--- src/rtl/stereo_gain_stream.sv ---
module stereo_gain_stream #(
  parameter int SAMPLE_W  = 16,
  parameter int GAIN_W    = 16,
  parameter int GAIN_FRAC = 12,
  localparam int CHANNELS = 2,
  localparam int DATA_W   = SAMPLE_W * CHANNELS,
  localparam int PROD_W   = SAMPLE_W + GAIN_W
) (
  input  logic              clk,
  input  logic              rst_n,
  input  logic              scale_en,
  input  logic [GAIN_W-1:0] gain_left,
  input  logic [GAIN_W-1:0] gain_right,
  input  logic [DATA_W-1:0] s_tdata,
  input  logic              s_tvalid,
  output logic              s_tready,
  input  logic              s_tlast,
  output logic [DATA_W-1:0] m_tdata,
  output logic              m_tvalid,
  input  logic              m_tready,
  output logic              m_tlast
);

  localparam logic signed [PROD_W-1:0] SAT_MAX = PROD_W'((1 << (SAMPLE_W - 1)) - 1);
  localparam logic signed [PROD_W-1:0] SAT_MIN = ~SAT_MAX;

  logic              advance;
  logic [DATA_W-1:0] scaled;
  logic [DATA_W-1:0] core_q;
  logic              core_v;
  logic              core_l;

  assign advance  = !m_tvalid || m_tready;
  assign s_tready = advance;

  for (genvar ch = 0; ch < CHANNELS; ch++) begin : g_chan
    logic signed [SAMPLE_W-1:0] smp;
    logic signed [GAIN_W-1:0]   gn;
    logic signed [PROD_W-1:0]   prod;
    logic signed [PROD_W-1:0]   shr;
    logic        [SAMPLE_W-1:0] clipped;

    assign smp  = s_tdata[ch*SAMPLE_W +: SAMPLE_W];
    assign gn   = (ch == 0) ? gain_left : gain_right;
    assign prod = smp * gn;
    assign shr  = prod >>> GAIN_FRAC;

    assign clipped = (shr > SAT_MAX) ? SAT_MAX[SAMPLE_W-1:0] :
                     (shr < SAT_MIN) ? SAT_MIN[SAMPLE_W-1:0] :
                                       shr[SAMPLE_W-1:0];

    assign scaled[ch*SAMPLE_W +: SAMPLE_W] = scale_en ? clipped : smp;
  end

  always_ff @(posedge clk or negedge rst_n) begin
    if (!rst_n) begin
      core_q   <= '0;
      core_v   <= 1'b0;
      core_l   <= 1'b0;
      m_tdata  <= '0;
      m_tvalid <= 1'b0;
      m_tlast  <= 1'b0;
    end else if (advance) begin
      core_q   <= scaled;
      core_v   <= s_tvalid;
      core_l   <= s_tlast;
      m_tdata  <= core_q;
      m_tvalid <= core_v;
      m_tlast  <= core_l;
    end
  end

  // a refused output beat is held unchanged
  p_hold_r7: assert property (@(posedge clk) disable iff (!rst_n)
    (m_tvalid && !m_tready) |=> (m_tvalid && $stable(m_tdata) && $stable(m_tlast)));

  // the input is refused while the output is stalled
  p_stall_blocks_input_r6: assert property (@(posedge clk) disable iff (!rst_n)
    (m_tvalid && !m_tready) |-> !s_tready);

  // an accepted beat followed by a free cycle is on the output two edges later
  p_two_stage_latency_r5: assert property (@(posedge clk) disable iff (!rst_n)
    (s_tvalid && s_tready) ##1 (!m_tvalid || m_tready) |=> m_tvalid);

  // last flag follows its beat through both stages
  p_last_follows_r9: assert property (@(posedge clk) disable iff (!rst_n)
    (s_tvalid && s_tready && s_tlast) ##1 (!m_tvalid || m_tready) |=> m_tlast);

  // the output valid can only rise when the pipeline moves
  p_valid_rises_on_move_r8: assert property (@(posedge clk) disable iff (!rst_n)
    $rose(m_tvalid) |-> $past(s_tready));

endmodule

--- config.mk ---
export PLATFORM = sky130hd
export DESIGN_NAME = stereo_gain_stream
export DESIGN_NICKNAME = d
export VERILOG_FILES = /design/src/rtl/stereo_gain_stream.sv
export SDC_FILE = /design/constraint.sdc
export NUM_CORES = 2
export LEC_CHECK = 0
export BUFFER_PORTS_ARGS = -buffer_cell sky130_fd_sc_hd__buf_4
export CAP_MARGIN = 20
export CELL_PAD_IN_SITES_DETAIL_PLACEMENT = 1
export CELL_PAD_IN_SITES_GLOBAL_PLACEMENT = 2
export CORE_UTILIZATION = 41
export DETAILED_ROUTE_END_ITERATION = 16
export PLACE_DENSITY_LB_ADDON = 0.1
export SLEW_MARGIN = 20
export SYNTH_ARGS = -nofsm -noshare
export SYNTH_HDL_FRONTEND = slang
export SYNTH_SLANG_ARGS = --single-unit
--- constraint.sdc ---
create_clock -name clk -period 2.87 [get_ports clk]
set_input_delay 0.7175 -clock clk [delete_from_list [all_inputs] [get_ports clk]]
set_output_delay 0.7175 -clock clk [all_outputs]
set_load 0.01 [all_outputs]
======== After elaboration in Yosys (flattened, before gate mapping) ========
Cells that the tools add are included.
operators by class
  bitwise logic cells ..................... 0
  add/subtract/negate cells ............... 0
  $lt $le $gt $ge ......................... 4
  multiply operators ...................... 2
  eq/ne operators ......................... 0
  multiplexer cells ....................... 6
  shift-type cells ........................ 0
  div/mod/pow operators ................... 0
  reduce and logical (&&, ||, !) cells .... 2
operator list
  cell                                                                             number
  16-bit two-way mux                                                               6
  16-bit by 16-bit multiplier with 32-bit output                                   2
  20-bit by 16-bit > comparator with 1-bit output (second input constant)          2
  20-bit by 16-bit less-than comparator with 1-bit output (second input constant)  2
  1-bit logical NOT                                                                1
  1-bit logical OR                                                                 1
storage, ports and cells
  bits of input ports ..................... 70
  logic and storage cells ................. 20
  latch bits .............................. 0
  output and inout port bits .............. 35
  RAM bits ................................ 0
  ROM bits ................................ 0
  memories kept ........................... 0
  register bits after elaboration ......... 68

======== Depth between registers and ports, before layout ========
  word-level depth ........................ 5
  gate-level depth with buffers ........... 26
  mapped depth without buffers ............ 22

======== Least setup slack after synthesis ========
No wires, ideal clock.
  kind .................................... input to register
  from .................................... input s_tdata[15]
  to ...................................... register core_q[9]
  cell stages on the path ................. 23
  library setup time ...................... 0.127 ns
  path buffers ............................ 3
  data required time ...................... 2.743 ns
  slack ................................... -4.323 ns
  arrival time ............................ 7.066 ns
  path through ............................ clkbuf_1 > clkbuf_1 > nand2_1 > fa_1 > inv_1 > fa_1 > inv_1 > fa_1 > fa_1 > inv_1 > fa_1 > fa_1 > ha_1 > a2111oi_2 > o21ai_0 > a31oi_1 > a21bo_2 > o21a_1 > xor2_1 > a21boi_1 > a31oi_1 > buf_2 > o22ai_1
between the ends
  longest elaborated chain between the ends .. 5
  elaborated cells on any way between the ends .. 6
  classes of those cells .................. mul (1); order compare (2); mux (3)
RTL lines
  element                                                  line  RTL
  from (decl)                                              14    input logic [DATA_W-1:0] s_tdata,
  16-bit by 16-bit multiplier with 32-bit output *         45    assign prod = smp * gn;
  20-bit by 16-bit less-than comparator with 1-bit output  49    (shr < SAT_MIN) ? SAT_MIN[SAMPLE_W-1:0] :
  16-bit two-way mux                                       49
  16-bit two-way mux *                                     48    assign clipped = (shr > SAT_MAX) ? SAT_MAX[SAMPLE_W-1:0] :
  16-bit two-way mux *                                     52    assign scaled[ch*SAMPLE_W +: SAMPLE_W] = scale_en ? clipped : smp;
  to (signal assigned)                                     64    core_q <= scaled;
  to (decl)                                                29    logic [DATA_W-1:0] core_q;
Every way passes the cells marked *; elsewhere a longest branch is shown, timed or not.
A chain may end at the register's enable or synchronous reset.

======== Worst setup path after layout ========
  from .................................... input s_tdata[15]
  to ...................................... register core_q[3]
Same word-level chain as after synthesis.

==> impl_metrics.env <==
export IMPL_grt_max_degree=72
export IMPL_worst_slack_ns=-3.67
export IMPL_synth_most_common_cell="inv_1"
export IMPL_synth_compound_area_share_pct=6.88
export IMPL_synth_area_top_cells="fa_1 (46%), inv_1 (9.8%), ha_1 (8.7%)"
export IMPL_arrival_ns=6.75
export IMPL_synth_seq_cells=68
export IMPL_post_synth_num_cell_types=75
export IMPL_multi_input_area_sq_um=19900
export IMPL_nets=3720
export IMPL_avgSynthCellArea_sq_um=8.93
export IMPL_hold_violations=0
export IMPL_use_met3_pct=1.92
export IMPL_ant_nets=0
export IMPL_endpoint_kind="flop"
export IMPL_drive_gt1_share_pct=26.1
export IMPL_cts_num_sinks=68
export IMPL_drt_iter0_markers=599
export IMPL_io_pins=105
export IMPL_die_h_microns=238
export IMPL_worstSetupStartpointType="input port"
export IMPL_whs_ns=0.470
export IMPL_synth_fa_ha_area_share_pct=54.6
export IMPL_syn_instance_count=2548
export IMPL_antenna_found_initial=0
export IMPL_setup_viol=32
export IMPL_synth_simple_area_share_pct=17.4
export IMPL_async_flop_share_pct=100
export IMPL_ys_seq_area_share_pct=7.48
export IMPL_cts_clk_slew_worst_paths_ns=0.06
export IMPL_gp_congestion=0.867
export IMPL_synth_top_family_by_area="adder cells"
export IMPL_rows=85
export IMPL_seqCellArea_sq_um=1700
export IMPL_period_minus_slack_ns=6.54
export IMPL_post_route_util_pct=54.3
export IMPL_synthMuxAreaShare_pct=0.0880
export IMPL_n_antenna_cell=0
export IMPL_status="finished, violations left"
export IMPL_grt_pass1_vias=21200
export IMPL_route_vias_total=18200
export IMPL_cts_tree="done"
export IMPL_die_area_sq_um=56400
export IMPL_place_ws_ns=-4.31
export IMPL_clock_path_buffers=2
export IMPL_fmaxAchievable_ghz=0.153
export IMPL_n_fill_cell=6216
export IMPL_synthTopCellsByCount="inv_1 (594), fa_1 (522), nand2_1 (446), and2_1 (238), ha_1 (158)"
export IMPL_die_w_microns=238
export IMPL_synth_top_cell_area_share_pct=45.9
export IMPL_clk_latency_ns=0.33
export IMPL_worst_pin_slew_ns=0.888
export IMPL_skew_ns=0.00909
export IMPL_core_area_sq_um=54300
export IMPL_synth_edf_count=0
export IMPL_grt_setup_unrepaired="yes"
export IMPL_place_hpwl_microns=60500
export IMPL_port_buffers=104
export IMPL_cap_violations=0
export IMPL_synth_xor_area_share_pct=2.04
export IMPL_grt_busiest_layer="met2"
export IMPL_grt_overflow_total=0
export IMPL_syn_nets=3298
export IMPL_drt_wl_total_microns=70500
export IMPL_period_share_pct=228
export IMPL_cts_buffers=9
export IMPL_htree_levels=3
export IMPL_dr_pass1_iters=4
export IMPL_via_per_inst=4.89
export IMPL_cp_data_required_time_ns=3.08
export IMPL_grt_use_met1_pct=31.2
export IMPL_slew_viol_final=0
export IMPL_met2_usage_pct=49.6
export IMPL_yosys_warnings=0
export IMPL_synth_flop_cell="dfrtp_1"
export IMPL_drc_errors=0
export IMPL_critPathKind="input port to flop"
export IMPL_initial_core_util_pct=41.8
export IMPL_track_usage_pct=25.8
export IMPL_yosysTopAreaCell="fa_1"
export IMPL_wl_per_cell_microns=19.0
export IMPL_min_path_type="flop to flop"
export IMPL_syn_area_sq_um=22700
export IMPL_violations="negative setup slack"
export IMPL_path_max_fanout=7
export IMPL_relSlewSlack_pct=40.8
export IMPL_grt_first_pass_wirelength_microns=114000
export IMPL_cts_root_buffer="clkbuf_16"
export IMPL_syn2layout_area_growth_pct=29.8
==> cell usage in the layout (no fill, tap or decap), types with 18 or more instances in the layout <==
cell type    n
inv_1      566
fa_1       492
nand2_1    430
buf_4      428
and2_1     223
ha_1       124
dfrtp_1     68
nor2_1      48
o21ai_0     48
xnor2_1     42
buf_6       39
ha_4        32
a21oi_1     30
fa_2        30
buf_12      29
inv_2       25
a21o_1      18
==> worst paths after layout <==
| kind | startpoint | slack (ns) | cells after the start | to |
|---|---|---|---|---|
| hold reg to reg | core_l$_DFFE_PN0P_ | 0.47 | 2 | core_l$_DFFE_PN0P_ |
| max in group asynchronous | rst_n | 1.78 | 1 | core_q[10]$_DFFE_PN0P_ |
| setup reg to reg | m_tvalid$_DFFE_PN0P_ | 0.47 | 9 | core_q[3]$_DFFE_PN0P_ |
| min in group asynchronous | rst_n | 0.50 | 1 | m_tdata[1]$_DFFE_PN0P_ |
| setup / recovery | s_tdata[15] | -3.67 | 24 | core_q[3]$_DFFE_PN0P_ |
| hold / removal | core_l$_DFFE_PN0P_ | 0.47 | 2 | core_l$_DFFE_PN0P_ |
==> logic make-up (layout without fill, tap and decap cells) <==
group / Yosys count / in the layout
compound gates: 223 / 224
xor+xnor: 53 / 53
fa+ha+maj: 680 / 680
buf+inv: 688 / 1114
flops: 68 / 68
mux: 2 / 2
simple gates: 834 / 834
==> layout make-up <==
cell class              count  share of cell area (%)
clock buffers              13                   0.916
clock inverters             3                   0.229
inverters                 595                    7.62
multi-input cells        1793                    67.5
flip-flops and latches     68                    5.76
well taps                 739                    3.13
repair buffers            503                    14.8
==> critical path, stage by stage <==
cell       delay [ns]
buf_12           0.10
buf_12           0.13
nand2_8          0.05
fa_2             0.61
inv_2            0.07
fa_2             0.59
buf_12           0.13
buf_4            0.11
fa_2             0.44
fa_1             0.59
fa_1             0.45
fa_1             0.51
ha_4             0.21
buf_4            0.15
inv_1            0.06
o21ai_1          0.08
a21o_1           0.22
a21oi_1          0.16
o221ai_1         0.14
a311o_1          0.35
a211o_1          0.34
o21a_4           0.25
buf_12           0.15
o2bb2ai_1        0.13
==> what timing repair did <==
item / in CTS / in global routing
pin swaps: 80 / 102
setup buffers: 30 / 32
resized for setup: 154 / 135
cloned: 3 / 2
hold buffers: 0 / 0
endpoints found under the setup margin: 32 / 32
hold endpoints to repair: 0 / 0
==> flip-flops by register name, summed over array words and instances (netlist names) <==
name,cells
core_q,32
m_tdata,32
core_l,1
core_v,1
m_tlast,1
m_tvalid,1
==> stage by stage <==
stage / cells / area, sq um / TNS, ns
floorplan: 2548 / 23300 / -111.48
global placement: 3635 / 27200 / -125.75
detailed placement: 3635 / 27200 / -131.38
CTS: 3683 / 28700 / -112.54
global route: 3714 / 29500 / -118.77
finish: 3714 / 29500 / -112.92
==> per-layer routing <==
metal | share of wire [%] | wire length, microns
met1 | 41 | 28800
met2 | 55 | 38400
met3 | 2.0 | 1440
met4 | 2.6 | 1820
met5 | 0 | 0
Power is not shown: default switching activity piles up to over one toggle a cycle in this logic, so the estimate is an artifact.
